## config.mk

```make
export PLATFORM = sky130hd
export DESIGN_NAME = i2c_apb_frontend
export DESIGN_NICKNAME = d
export VERILOG_FILES = /design/src/rtl/i2cfe_pkg.sv /design/src/rtl/i2cfe_fifo.sv /design/src/rtl/i2cfe_irq.sv /design/src/rtl/i2c_apb_frontend.sv
export SDC_FILE = /design/constraint.sdc
export NUM_CORES = 1
export LEC_CHECK = 0
export ABC_AREA = 1
export BUFFER_PORTS_ARGS = -buffer_cell sky130_fd_sc_hd__buf_2
export CAP_MARGIN = 20
export CELL_PAD_IN_SITES_DETAIL_PLACEMENT = 1
export CELL_PAD_IN_SITES_GLOBAL_PLACEMENT = 1
export CORE_ASPECT_RATIO = 0.75
export CORE_MARGIN = 2
export CORE_UTILIZATION = 45
export CTS_CLUSTER_DIAMETER = 30
export DETAILED_ROUTE_END_ITERATION = 12
export GPL_TIMING_DRIVEN = 0
export PLACE_DENSITY_LB_ADDON = 0.1
export SLEW_MARGIN = 10
export SYNTH_ARGS = -nofsm -noshare
export SYNTH_HDL_FRONTEND = slang
export SYNTH_HIERARCHICAL = 1
export SYNTH_SLANG_ARGS = --single-unit
```

## constraint.sdc

```tcl
create_clock -name pclk -period 2.3 [get_ports pclk]
set_input_delay 0.23 -clock pclk [delete_from_list [all_inputs] [get_ports pclk]]
set_output_delay 0.23 -clock pclk [all_outputs]
set_load 0.01 [all_outputs]
```

## src/rtl/i2cfe_pkg.sv

```systemverilog
package i2cfe_pkg;
    localparam logic [15:0] A_CMD  = 16'h0004;
    localparam logic [15:0] A_DATA = 16'h0008;
    localparam logic [15:0] A_PRE  = 16'h000C;
    localparam logic [15:0] A_MASK = 16'hFF00;
    localparam logic [15:0] A_MIS  = 16'hFF04;
    localparam logic [15:0] A_RIS  = 16'hFF08;
    localparam logic [15:0] A_CLR  = 16'hFF0C;

    localparam int NFLAG    = 12;
    localparam int F_CMDE   = 4;
    localparam int F_CMDF   = 5;
    localparam int F_CMDOVF = 6;
    localparam int F_WRE    = 7;
    localparam int F_WRF    = 8;
    localparam int F_WROVF  = 9;
    localparam int F_RDE    = 10;
    localparam int F_RDF    = 11;

    typedef struct packed {
        logic       stop;
        logic       multi;
        logic       wr;
        logic       rd;
        logic       start;
        logic [6:0] addr;
    } cmd_t;

    localparam int CMD_W = $bits(cmd_t);
endpackage

```

## src/rtl/i2cfe_fifo.sv

```systemverilog
module i2cfe_fifo #(
    parameter int W     = 8,
    parameter int DEPTH = 32
) (
    input  logic         clk,
    input  logic         rst_n,
    input  logic         push,
    input  logic [W-1:0] wdata,
    input  logic         pop,
    output logic [W-1:0] rdata,
    output logic         empty,
    output logic         full
);
    localparam int AW = (DEPTH > 1) ? $clog2(DEPTH) : 1;
    localparam int CW = $clog2(DEPTH + 1);

    typedef struct packed {
        logic [AW-1:0] wp;
        logic [AW-1:0] rp;
        logic [CW-1:0] cnt;
    } fifo_st_t;

    fifo_st_t st_d, st_q;
    logic [W-1:0] mem [DEPTH];
    logic do_push, do_pop;

    assign empty = (st_q.cnt == '0);
    assign full  = (st_q.cnt == CW'(DEPTH));
    assign do_push = push && !full;
    assign do_pop  = pop && !empty;
    assign rdata = mem[st_q.rp];

    always_comb begin
        st_d = st_q;
        if (do_push) st_d.wp = (st_q.wp == AW'(DEPTH - 1)) ? '0 : st_q.wp + 1'b1;
        if (do_pop)  st_d.rp = (st_q.rp == AW'(DEPTH - 1)) ? '0 : st_q.rp + 1'b1;
        st_d.cnt = st_q.cnt + CW'(do_push) - CW'(do_pop);
    end

    always_ff @(posedge clk or negedge rst_n) begin
        if (!rst_n) st_q <= '0;
        else        st_q <= st_d;
    end

    always_ff @(posedge clk) begin
        if (do_push) mem[st_q.wp] <= wdata;
    end
endmodule

```

## src/rtl/i2cfe_irq.sv

```systemverilog
module i2cfe_irq
    import i2cfe_pkg::*;
(
    input  logic             clk,
    input  logic             rst_n,
    input  logic [3:0]       live,
    input  logic             cmd_empty,
    input  logic             cmd_full,
    input  logic             wr_empty,
    input  logic             wr_full,
    input  logic             rd_empty,
    input  logic             rd_full,
    input  logic             cmd_ovf_set,
    input  logic             wr_ovf_set,
    input  logic             mask_we,
    input  logic             clr_we,
    input  logic [NFLAG-1:0] wdata,
    output logic [NFLAG-1:0] ris,
    output logic [NFLAG-1:0] mask,
    output logic [NFLAG-1:0] mis,
    output logic             irq
);
    typedef struct packed {
        logic [NFLAG-1:0] mask;
        logic             cmd_ovf;
        logic             wr_ovf;
    } irq_st_t;

    irq_st_t st_d, st_q;

    always_comb begin
        st_d = st_q;
        if (mask_we) st_d.mask = wdata;
        if (clr_we) begin
            if (wdata[F_CMDOVF]) st_d.cmd_ovf = 1'b0;
            if (wdata[F_WROVF])  st_d.wr_ovf  = 1'b0;
        end
        if (cmd_ovf_set) st_d.cmd_ovf = 1'b1;
        if (wr_ovf_set)  st_d.wr_ovf  = 1'b1;
    end

    // mask and sticky flags clear on reset
    always_ff @(posedge clk or negedge rst_n) begin
        if (!rst_n) st_q <= '0;
        else        st_q <= st_d;
    end

    always_comb begin
        ris = '0;
        ris[3:0]      = live;
        ris[F_CMDE]   = cmd_empty;
        ris[F_CMDF]   = cmd_full;
        ris[F_CMDOVF] = st_q.cmd_ovf;
        ris[F_WRE]    = wr_empty;
        ris[F_WRF]    = wr_full;
        ris[F_WROVF]  = st_q.wr_ovf;
        ris[F_RDE]    = rd_empty;
        ris[F_RDF]    = rd_full;
    end

    assign mask = st_q.mask;
    assign mis  = ris & st_q.mask;
    assign irq  = |mis;
endmodule

```

## src/rtl/i2c_apb_frontend.sv

```systemverilog
module i2c_apb_frontend
    import i2cfe_pkg::*;
#(
    parameter int CMD_DEPTH        = 32,
    parameter int WR_DEPTH         = 32,
    parameter int RD_DEPTH         = 32,
    parameter int PRESCALE_W       = 16,
    parameter int DEFAULT_PRESCALE = 1,
    parameter int FIXED_PRESCALE   = 0
) (
    input  logic                  pclk,
    input  logic                  presetn,
    input  logic                  psel,
    input  logic                  penable,
    input  logic                  pwrite,
    input  logic [15:0]           paddr,
    input  logic [31:0]           pwdata,
    output logic [31:0]           prdata,
    output logic                  pready,
    output logic                  cmd_valid,
    input  logic                  cmd_ready,
    output logic [11:0]           cmd_data,
    output logic                  wr_valid,
    input  logic                  wr_ready,
    output logic [7:0]            wr_data,
    output logic                  wr_last,
    input  logic                  rd_valid,
    output logic                  rd_ready,
    input  logic [7:0]            rd_data,
    input  logic                  eng_busy,
    input  logic                  eng_bus_ctrl,
    input  logic                  eng_bus_act,
    input  logic                  eng_miss_ack,
    output logic [PRESCALE_W-1:0] prescale,
    output logic                  irq
);
    localparam int WQ_W = 9;

    logic wr_en, rd_en;
    logic cmd_legal, cmd_push, cmd_empty, cmd_full;
    logic wq_push, wq_empty, wq_full;
    logic rq_pop, rq_push, rq_empty, rq_full;
    logic pre_we;
    cmd_t cmd_in, cmd_head;
    logic [WQ_W-1:0] wq_head;
    logic [7:0] rq_head;
    logic [NFLAG-1:0] ris, mask, mis;
    logic unused_bits;

    assign pready = 1'b1;
    assign wr_en  = psel && penable && pwrite;
    assign rd_en  = psel && penable && !pwrite;

    // command entry packing, read+write together rejected
    always_comb begin
        cmd_in.addr  = pwdata[6:0];
        cmd_in.start = pwdata[8];
        cmd_in.rd    = pwdata[9];
        cmd_in.wr    = pwdata[10];
        cmd_in.multi = pwdata[11];
        cmd_in.stop  = pwdata[12];
    end
    assign cmd_legal = !(pwdata[9] && pwdata[10]);
    assign cmd_push  = wr_en && (paddr == A_CMD) && cmd_legal;

    i2cfe_fifo #(.W(CMD_W), .DEPTH(CMD_DEPTH)) u_cmd_q (
        .clk(pclk), .rst_n(presetn),
        .push(cmd_push), .wdata(cmd_in),
        .pop(cmd_ready), .rdata(cmd_head),
        .empty(cmd_empty), .full(cmd_full)
    );
    assign cmd_valid = !cmd_empty;
    assign cmd_data  = cmd_head;

    // transmit queue
    assign wq_push = wr_en && (paddr == A_DATA);
    i2cfe_fifo #(.W(WQ_W), .DEPTH(WR_DEPTH)) u_wr_q (
        .clk(pclk), .rst_n(presetn),
        .push(wq_push), .wdata({pwdata[9], pwdata[7:0]}),
        .pop(wr_ready), .rdata(wq_head),
        .empty(wq_empty), .full(wq_full)
    );
    assign wr_valid = !wq_empty;
    assign wr_data  = wq_head[7:0];
    assign wr_last  = wq_head[8];

    // receive queue
    assign rq_pop   = rd_en && (paddr == A_DATA);
    assign rd_ready = !rq_full;
    assign rq_push  = rd_valid && !rq_full;
    i2cfe_fifo #(.W(8), .DEPTH(RD_DEPTH)) u_rd_q (
        .clk(pclk), .rst_n(presetn),
        .push(rq_push), .wdata(rd_data),
        .pop(rq_pop), .rdata(rq_head),
        .empty(rq_empty), .full(rq_full)
    );

    // flags, mask and interrupt
    i2cfe_irq u_irq (
        .clk(pclk), .rst_n(presetn),
        .live({eng_miss_ack, eng_bus_act, eng_bus_ctrl, eng_busy}),
        .cmd_empty(cmd_empty), .cmd_full(cmd_full),
        .wr_empty(wq_empty), .wr_full(wq_full),
        .rd_empty(rq_empty), .rd_full(rq_full),
        .cmd_ovf_set(cmd_push && cmd_full),
        .wr_ovf_set(wq_push && wq_full),
        .mask_we(wr_en && (paddr == A_MASK)),
        .clr_we(wr_en && (paddr == A_CLR)),
        .wdata(pwdata[NFLAG-1:0]),
        .ris(ris), .mask(mask), .mis(mis), .irq(irq)
    );

    // divider register, fixed or writable
    assign pre_we = wr_en && (paddr == A_PRE);
    generate
        if (FIXED_PRESCALE != 0) begin : g_pre_fixed
            assign prescale = PRESCALE_W'(DEFAULT_PRESCALE);
            assign unused_bits = ^{pwdata, pre_we};
        end else begin : g_pre_reg
            logic [PRESCALE_W-1:0] pre_d, pre_q;
            always_comb begin
                pre_d = pre_q;
                if (pre_we) pre_d = pwdata[PRESCALE_W-1:0];
            end
            always_ff @(posedge pclk or negedge presetn) begin
                if (!presetn) pre_q <= PRESCALE_W'(DEFAULT_PRESCALE);
                else          pre_q <= pre_d;
            end
            assign prescale = pre_q;
            assign unused_bits = ^pwdata;
        end
    endgenerate

    // read mux
    always_comb begin
        prdata = '0;
        if (psel && !pwrite) begin
            case (paddr)
                A_DATA:  prdata = rq_empty ? 32'd0 : {22'd0, 1'b0, 1'b1, rq_head};
                A_PRE:   prdata = 32'(prescale);
                A_MASK:  prdata = 32'(mask);
                A_MIS:   prdata = 32'(mis);
                A_RIS:   prdata = 32'(ris);
                default: prdata = '0;
            endcase
        end
    end
endmodule

```

# Word level (Yosys, flattened, before mapping)
# Memories as Yosys holds them, arrays and structs flattened.
# Index checks and enable logic that the tools add are counted.
[word_totals]
elab_cells = 104
n_memories = 3
ram_bits = 928
register_bits = 78
output_inout_bits = 74
input_bits = 68
[memory_table]
columns = ["name", "words", "word_bits", "rd", "rd_clocked_by_memory_dff", "write_ports", "line_no", "rtl"]
rows = [
  ["u_cmd_q.mem", 32, 12, 1, 0, 1, "i2cfe_fifo.sv:24", "logic [W-1:0] mem [DEPTH];"],
  ["u_wr_q.mem", 32, 9, 1, 0, 1, "i2cfe_fifo.sv:24", ""],
  ["u_rd_q.mem", 32, 8, 1, 0, 1, "i2cfe_fifo.sv:24", ""],
]
[classes]
mux = 20
n_eq_ne = 16
bitwise = 1
add_sub_neg = 12
n_reduce_logical = 39
[op_table]
columns = ["cell", "count"]
rows = [
  ["case mux 16 bit (5 select lines)", 1],
  ["equality test 16 bit, second input constant", 4],
  ["equality test 16 x 4 -> 1 bit, second input constant", 2],
  ["two-way mux 32 bit", 1],
  ["adder 5 x 1 -> 5 bit, second input constant", 6],
  ["equality test 5 bit, second input constant", 6],
  ["two-way mux 5 bit", 6],
  ["logical AND 1 bit", 21],
  ["adder 6 x 1 -> 6 bit", 3],
  ["equality test 6 bit, second input constant", 3],
  ["logical NOT 6 bit", 3],
  ["subtractor 6 x 1 -> 6 bit", 3],
  ["equality test 16 x 3 -> 1 bit, second input constant", 1],
  ["AND 12 bit", 1],
  ["OR reduction 12 bit", 1],
  ["two-way mux 1 bit", 10],
  ["two-way mux 9 bit", 1],
  ["logical NOT 1 bit", 8],
  ["nonzero test 2 bit", 4],
  ["AND reduction 2 bit", 2],
  ["two-way mux 2 bit", 1],
]

# Depth between registers and ports, before layout
# Gate-level depths: netlist of run 1.
[logic_depth]
ltp_word = 7
mapped_depth = 15
mapped_depth_nobuf = 15

# Modules after synthesis
# The synthesis of run 1 kept the hierarchy.
[modules_own_cells]
columns = ["module", "seq_area_each_um2", "n_inst", "area_per_inst_um2", "cells_per_inst"]
rows = [
  ["i2cfe_fifo at u_cmd_q", 11931.4, 1, 17297.8, 1627],
  ["i2cfe_fifo at u_wr_q", 9048.7, 1, 13287.7, 1258],
  ["i2cfe_fifo at u_rd_q", 8087.8, 1, 11867.6, 1136],
  ["i2c_apb_frontend", 401.6, 1, 1647.8, 276],
  ["i2cfe_irq", 350.3, 1, 760.7, 75],
]

# Least setup slack after synthesis of run 1
# OpenSTA, ideal clock, no wires.
[synth_timing]
path_kind = "input port to flip-flop"
startpoint = "input port paddr[14]"
endpoint = "register u_cmd_q/st_q[4] (netlist name)"
t_arrival_ps = 2396
path_buffers = 1
required_ps = 2221
setup_ps = 79
slack_ps = -176
cell_stages = 15
cell_sequence = "nor2_1 -> nand2_1 -> nor2_2 -> buf_4 -> o2111ai_1 -> inv_1 -> nand2_2 -> ha_1 -> inv_1 -> ha_1 -> fa_1 -> a21oi_1 -> nor2_1 -> nor2_1 -> xor2_1"
[synth_lines]
columns = ["item", "line_no", "rtl"]
rows = [
  ["start: declaration", "i2c_apb_frontend.sv:16", "input logic [15:0] paddr,"],
  ["end signal: assignment", "i2cfe_fifo.sv:42", "else st_q <= st_d;"],
  ["end: declaration", "i2cfe_fifo.sv:23", "fifo_st_t st_d, st_q;"],
]

# Worst setup path in the final report of run 1
[layout_timing]
startpoint = "register u_rd_q/st_q[6] (netlist name)"
endpoint = "output port prdata[6]"
[layout_via]
elab_chain_len = 4
[layout_rtl]
columns = ["item", "line_no", "rtl"]
rows = [
  ["start: declaration", "i2cfe_fifo.sv:23", ""],
  ["start signal: assignment", "i2cfe_fifo.sv:42", ""],
  ["memory (32 x 8 bit)", "-", ""],
  ["via rq_head[6]", "i2c_apb_frontend.sv:46", "logic [7:0] rq_head;"],
  ["two-way mux 9 bit", "i2c_apb_frontend.sv:139", "A_DATA: prdata = rq_empty ? 32'd0 : {22'd0, 1'b0, 1'b1, rq_head};"],
  ["case mux 16 bit (5 select lines)", "i2c_apb_frontend.sv:138", "case (paddr)"],
  ["two-way mux 32 bit", "i2c_apb_frontend.sv:137", "if (psel && !pwrite) begin"],
  ["end: declaration", "i2c_apb_frontend.sv:18", "output logic [31:0] prdata,"],
]
# The timed path passes the listed nets, and every way through them passes these cells.

==> results of run 1 <==
[flip-flops by register name, indices dropped and copies added (netlist names)]
signal        cells
u_cmd_q/mem     384
u_wr_q/mem      288
u_rd_q/mem      256
prescale         16
u_cmd_q/st_q     16
u_rd_q/st_q      16
u_wr_q/st_q      16
u_irq/mask       12
u_irq/ris         2
[repair_timing]
item	4_1_cts	5_1_grt
pin swaps	210	207
buffers inserted	109	38
gates resized for setup	890	430
hold buffers	24	2
cloned	12	8
setup endpoints to repair	901	482
endpoints found under the hold margin	259	2
[layer usage]
| metal | global-route usage [%] | vias to the layer above | share of wire [%] |
|---|---|---|---|
| met2 | 46.4 | 1602 | 45 |
| met4 | 10.7 | 0 | 3.3 |
| met3 | 5.18 | 321 | 7.8 |
| met1 | 45.0 | 17900 | 43 |
| li1 | - | 15400 | - |
| met5 | 0 | - | 0 |
[path summary, 6_finish.rpt]
check	end	slack [ns]	depth (start not counted)
worst min-delay path	u_rd_q/mem[3][6]$_DFFE_PP_	0.06	1
worst max-delay path	prdata[6]	-0.89	15
worst max register to register	u_cmd_q/st_q[4]$_DFF_PN0_	-0.37	14
worst min register to register	prescale[13]$_DFFE_PN0P_	0.51	2
max in group asynchronous	u_rd_q/st_q[6]$_DFFE_PN0P_	1.41	4
min in group asynchronous	u_wr_q/st_q[14]$_DFFE_PN0P_	0.53	4
[kinds of logic after synthesis]
logic type | count (synthesis)
compound gates | 139
xor+xnor | 12
fa+ha+maj | 51
buf+inv | 804
flops | 1006
mux | 12
other cells | 2
simple gates | 2346
[synthesized netlist by cell type, types with 3 or more instances]
cell type | instances | area share (%)
o211ai_1 | 29 | 0.49
a31oi_1 | 3 | 0.042
buf_1 | 6 | 0.050
nor2_1 | 209 | 1.7
edfxtp_1 | 928 | 62
nand2_2 | 3 | 0.042
fa_1 | 3 | 0.13
ha_1 | 48 | 1.3
xnor2_1 | 3 | 0.059
inv_1 | 563 | 4.7
nand3_1 | 644 | 7.2
clkbuf_1 | 38 | 0.32
nand4_1 | 9 | 0.13
nor3_1 | 21 | 0.23
buf_6 | 25 | 0.63
clkinv_1 | 7 | 0.059
a21oi_1 | 71 | 0.79
mux2_4 | 10 | 0.33
nand2_4 | 3 | 0.075
dfrtp_1 | 77 | 4.3
a21o_1 | 5 | 0.084
buf_2 | 100 | 1.1
nor3b_1 | 6 | 0.10
o21ai_0 | 28 | 0.31
buf_4 | 51 | 0.85
nand2_1 | 1439 | 12
inv_2 | 11 | 0.092
nor2_2 | 6 | 0.084
xor2_1 | 9 | 0.18
[cell type report]
type | count | area (um2)
multi-input cells | 2577 | 15300
well taps | 1326 | 1660
diodes | 2 | 5.00
clock buffers | 207 | 4850
clock inverters | 136 | 1760
inverters | 584 | 2270
flip-flops and latches | 1006 | 29800
repair buffers | 311 | 3510
fillers | 10000 | 37800
plain buffers | 208 | 2070
[where the power goes]
group          switching [mW]  leakage [nW]  internal (mW)  total [mW]
Sequential              0.315          9.28           20.6        20.9
Clock                    9.92          3.20           19.0        28.9
Combinational            14.0          13.1           7.80        21.8
Total                    24.2          25.6           47.4        71.6
[metrics by stage]
stage | setup slack, ns | setup TNS, ns | power [mW] | cell area (um2) | hold slack (ns)
2_1_floorplan | -0.0451 | -0.0451 | 29.6 | 45000 | -0.0656
3_3_place_gp | -1.76 | -1025.20 | 35.1 | 47200 | 0.472
3_5_place_dp | -1.49 | -871.34 | 35.4 | 47500 | 0.233
4_1_cts | -0.890 | -35.61 | 68.4 | 59100 | 0.0386
5_1_grt | -0.993 | -24.14 | 73.7 | 61200 | 0.0732
6_report | -0.888 | -20.71 | 71.6 | 61200 | 0.0593
==> impl_metrics.csv, run 1 <==
group,metric,value,unit
run_status,status,"finished, violations left",
run_status,violations,"setup timing",
layout,nets,4991,
synthesis,async_reset_ff_share,7.75,%
route,vias,35300,
min_path,hold_class,"in -> reg",
layout,final_cells,6357,
pwr,power_density,1170,nW/um2
worst_setup_path,start_kind,"register",
grt,grt_util_all_layers,30.8,%
sta,slew_viol_final,0,
sta,relSlewSlack,30.0,%
layout,finish.utilization,61.8,%
synthesis,synth_cells,4372,
grt,antenna_found_initial,2,
route,remaining_drc_errors,0,
placed_design,portBuffers,108,
floorplan,core,99000,um2
grt,grt_max_degree,55,
synthesis,synth_adder_area_share,1.47,%
placed_design,placed_cells,5839,
grt,grt_pass1_wl,232,mm
floorplan,die_h,277,um
worst_setup_path,r2r-start,"u_cmd_q/st_q[4]$_DFF_PN0_",
synthesis,muxShareOfSynthArea,0.385,%
worst_setup_path,path_buf_inv,5,
synthesis,synthFlopType,"edfxtp_1",
sta,period_share,139,%
route,antenna_left,0,
sta,hold_viol_final,0,
sta,finalClockSkew,0.0371,ns
route,drt_first_pass_iters,5,
clocking,root_buffer,"clkbuf_16",
layout,drive_above_1_share,31.2,%
worst_setup_path,cp_slowest_cell,"dfrtp_2",
worst_setup_path,end_kind,"primary output",
sta,rsz0062_at_grt,"true",
floorplan,die_area,102000,um2
flow_run,cap_violations,0,
grt,grt_overflow,0,
route,drt-total-wl,164,mm
synthesis,ys_seq_elements,1006,
synthesis,yosysSeqAreaShare,66.5,%
sta,setup_slack,-0.888,ns
layout,final_cell_mix,"nand2_1 (1193), edfxtp_1 (928), inv_1 (521), nand3_1 (436), clkbuf_16 (199)",
floorplan,io_pins,142,
worst_setup_path,critical_path.top_delay_family,"simple AND/OR/NAND/NOR gates",
floorplan,start_util,45.3,%
worst_setup_path,cp-startpoint,"u_rd_q/st_q[6]$_DFFE_PN0P_",
sta,min_period,3.19,ns
synthesis,synth_top_family_by_area,"simple AND/OR/NAND/NOR gates",
placed_design,gp_congestion,0.931,
worst_setup_path,worstPathRequired,2.07,ns
sta,tightest_slew,1.05,ns
synthesis,ys_types,42,
clocking,cts_max_path_buffers,3,
clocking,cts_buffers,184,
sta,setup_viol,45,
worst_setup_path,critical_path.max_stage_delay,0.47,ns
clocking,clk_pin_slew,0.05,ns
pwr,peakVddDrop,0.751,mV
floorplan,row_count,100,
clocking,cts_tree,"done",
synthesis,syn_area,44900,um2
pwr,leakagePower,25.6,nW
worst_setup_path,critical_path_class,"reg -> out",
clocking,h-tree-depth,4,
synthesis,synth_xor_area_share,0.234,%
worst_setup_path,cp_cell_sequence,"clkinv_4 -> buf_16 -> buf_6 -> nand2_1 -> nand3_2 -> a21oi_2 -> nor2_2 -> nand2_2 -> nand2_4 -> inv_2 -> nand2_1 -> nor2_1 -> nor3_2 -> nor2_2 -> buf_6",
synthesis,synth_edf_count,928,
layout,final_common_cell,"nand2_1",
route,drt-initial-drc-count,3579,
synthesis,syn_area_per_cell,10.3,um2
synthesis,synth-simple-area-share,21.8,%
route,viasPerCell,5.55,
synthesis,synth_compound_area_share,1.76,%
layout,syn2layout_area_growth,36.4,%
worst_setup_path,critPathMaxFanout,10,
clocking,insertion_delay,0.79,ns
floorplan,chipWidth,369,um
worst_setup_path,cp.arrival,2.96,ns
min_path,hp-start,"rd_data[6]",
sta,max_freq,314,MHz
grt,grt_pass1_vias,36000,
placed_design,hpwl,98.4,mm
route,wl_per_cell,25.8,um
synthesis,yosysWarningCount,6,
clocking,cts.sinks,1006,
No activity file was read; power rests on OpenSTA's default activity.
==> run 2: changes to the inputs <==
--- a/config.mk
+++ b/config.mk
@@ -12,7 +12,7 @@
 export CELL_PAD_IN_SITES_GLOBAL_PLACEMENT = 1
 export CORE_ASPECT_RATIO = 0.75
 export CORE_MARGIN = 2
-export CORE_UTILIZATION = 45
+export CORE_UTILIZATION = 46
 export CTS_CLUSTER_DIAMETER = 30
 export DETAILED_ROUTE_END_ITERATION = 12
 export GPL_TIMING_DRIVEN = 0
@@ -20,5 +20,4 @@
 export SLEW_MARGIN = 10
 export SYNTH_ARGS = -nofsm -noshare
 export SYNTH_HDL_FRONTEND = slang
-export SYNTH_HIERARCHICAL = 1
 export SYNTH_SLANG_ARGS = --single-unit
==> run 2 against run 1 <==
Net effect:
- the run still ends with setup timing left
- first-iteration DRC count up 15%
- sequential share of layout area up 2.0 points
- non-clock buffer count up 54
- synthesized area down 5.9%
- sequential cell count unchanged
- clock power down 7.3%
- synthesized cell count down 16%
- clock skew down 0.00092 ns
- setup slack better by 0.093 ns
- final cell count down 12%
- highest routed layer is now met5
==> impl_metrics.csv, run 2 <==
group,metric,value,unit
layout,largest_reg_flops,384,
synthesis,synth_edf_count,928,
grt,grt_overflow,0,
floorplan,die_h,266,um
sta,finalClockSkew,0.0362,ns
sta,final.setup.tns,-47.10,ns
synthesis,synth_common_cells,"edfxtp_1 (928), nand2_1 (669), nor2_1 (477), o21ai_0 (368), nand3_1 (239)",
synthesis,async_reset_ff_share,7.75,%
placed_design,placed_cells,5031,
sta,period_share,135,%
worst_setup_path,cp-startpoint,"u_cmd_q.st_q[6]$_DFFE_PN0P_",
synthesis,yosysTopAreaCell,"edfxtp_1",
route,remaining_drc_errors,0,
placed_design,postPlaceCellArea,44900,um2
synthesis,ys_types,43,
sta,max_freq,323,MHz
layout,largest-register,"u_cmd_q.mem",
clocking,h-tree-depth,4,
placed_design,portBuffers,107,
placed_design,place_ws,-1.20,ns
layout,final_cells,5581,
worst_setup_path,critical_path_class,"reg -> out",
synthesis,synthTopCellsByArea,"edfxtp_1 (66%), nand2_1 (6.0%), dfrtp_1 (4.6%)",
route,antenna_left,0,
sta,relSlewSlack,30.8,%
flow_run,cap_violations,0,
route,drt_first_pass_iters,5,
floorplan,row_count,96,
sta,rsz0062_at_grt,"true",
min_path,hold_class,"in -> async",
route,drt-initial-drc-count,4110,
clocking,cts.sinks,1006,
synthesis,synthFlopType,"edfxtp_1",
clocking,root_buffer,"clkbuf_16",
clocking,cts_max_path_buffers,3,
run_status,violations,"setup timing",
synthesis,synth_cells,3651,
clocking,cts_buffers,178,
worst_setup_path,cp.arrival,2.87,ns
grt,grt_util_all_layers,34.0,%
worst_setup_path,worstPathRequired,2.07,ns
route,drt-total-wl,169,mm
sta,hold_viol_final,0,
grt,grt_pass1_wl,233,mm
layout,fin_area,58900,um2
worst_setup_path,critPathMaxFanout,11,
floorplan,chipWidth,354,um
synthesis,synth.most_common_cell,"edfxtp_1",
route,vias,33800,
grt,grt_pass1_vias,34100,
clocking,clk_pin_slew,0.06,ns
floorplan,core,91200,um2
placed_design,gp_congestion,0.972,
route,viasPerCell,6.06,
layout,fillers,8727,
clocking,insertion_delay,0.82,ns
layout,reg.largest.list,"u_cmd_q.mem (384), u_wr_q.mem (288), u_rd_q.mem (256)",
worst_setup_path,end_kind,"primary output",
floorplan,start_util,46.3,%
grt,grt_max_degree,66,
sta,min_period,3.10,ns
pwr,leakagePower,21.7,nW
pwr,peakVddDrop,0.852,mV
layout,final_cell_mix,"edfxtp_1 (928), nand2_1 (592), nor2_1 (343), o21ai_0 (233), clkbuf_16 (222)",
grt,antenna_found_initial,2,
sta,tightest_slew,1.04,ns
floorplan,die_area,94200,um2
sta,setup_viol,371,
clocking,cts_tree,"done",
synthesis,synth_top_area_share,66.0,%
placed_design,hpwl,97.5,mm
layout,final_common_cell,"edfxtp_1",
route,wl_per_cell,30.3,um
layout,syn2layout_area_growth,39.5,%
worst_setup_path,start_kind,"register",
synthesis,yosysSeqAreaShare,70.7,%
layout,nets,4319,
sta,slew_viol_final,0,
synthesis,syn_area_per_cell,11.6,um2
layout,drive_above_1_share,32.6,%
synthesis,yosysWarningCount,0,
synthesis,syn_area,42200,um2
run_status,status,"finished, violations left",
floorplan,io_pins,142,
worst_setup_path,r2r-start,"u_rd_q.st_q[2]$_DFF_PN0_",
sta,setup_slack,-0.795,ns
pwr,power_density,1170,nW/um2
synthesis,ys_seq_elements,1006,
==> run 2: cells by family after synthesis <==
group                      synth area share (%)
AOI/OAI and AO/OA                          8.96
and+or+nand+nor                            14.2
adders and majority gates                  1.57
other                                    0.0178
muxes                                    0.0237
buffers and inverters                      4.27
DFF                                        70.7
xor gates and xnor gates                  0.249
==> run 2: path summary, 6_finish.rpt <==
kind,endpoint,slack [ns],depth (start not counted)
min in group pclk,u_rd_q.st_q[6]$_DFFE_PN0P_,0.03,6
max reg2reg,u_rd_q.st_q[4]$_DFF_PN0_,-0.42,15
max in group asynchronous,prescale[0]$_DFFE_PN1P_,1.51,3
min reg2reg,prescale[0]$_DFFE_PN1P_,0.50,2
min,u_cmd_q.st_q[13]$_DFFE_PN0N_,0.003,2
max,cmd_data[6],-0.80,10
==> run 2: layout make-up <==
type                            count  area (um2)  area share (%)
Antenna cell                        2        5.00         0.00850
Inverter                          227         946            1.61
Clock inverter                    135        1430            2.44
Buffer                            212        2520            4.29
Sequential cell                  1006       29800            50.7
Timing Repair Buffer              361        4030            6.85
Clock buffer                      199        4620            7.85
Tap cell                         1225        1530            2.60
Multi-Input combinational cell   2214       13900            23.7
==> run 2: power by group <==
part	leakage (nW)	switching, mW	total [mW]	internal [mW]
logic	9.49	13.3	20.9	7.60
clock network	2.88	10.0	26.8	16.8
registers	9.30	0.457	21.0	20.6
total	21.7	23.8	68.8	45.0
==> run 2: critical path, stage by stage, from the launching register on <==
cell and delay, ns:
dfrtp_2 0.41, buf_12 0.19, inv_16 0.08, clkbuf_16 0.18, o21ai_0 0.25, nand2_1 0.17, a21oi_2 0.24, a21oi_1 0.11
o21ai_1 0.17, nand2_1 0.11, buf_2 0.15
==> run 2: repair_timing <==
action                                  4_1_cts  5_1_grt
gates resized for setup                    1119      323
endpoints found under the setup margin      993      714
cloned                                       22       12
hold buffers                                 16        0
pin swaps                                   228      225
buffers inserted                            121       59
hold endpoints to repair                    198        0
==> run 2: stage by stage <==
step | hold WS, ns | power [mW] | util (%)
floorplan | -0.0656 | 28.8 | -
global placement | 0.469 | 34.5 | 48.7
detailed placement | 0.287 | 34.9 | 49.3
CTS | 0.00285 | 66.0 | 62.3
global route | 0.0262 | 70.6 | 64.6
finish | 0.00251 | 68.8 | 64.6
==> run 2: per-layer routing <==
metal  global-route usage [%]  part of all wire, %
met5                        0               0.0077
met4                     12.9                  3.7
met3                     6.25                  9.4
met2                     52.0                   46
met1                     48.5                   41
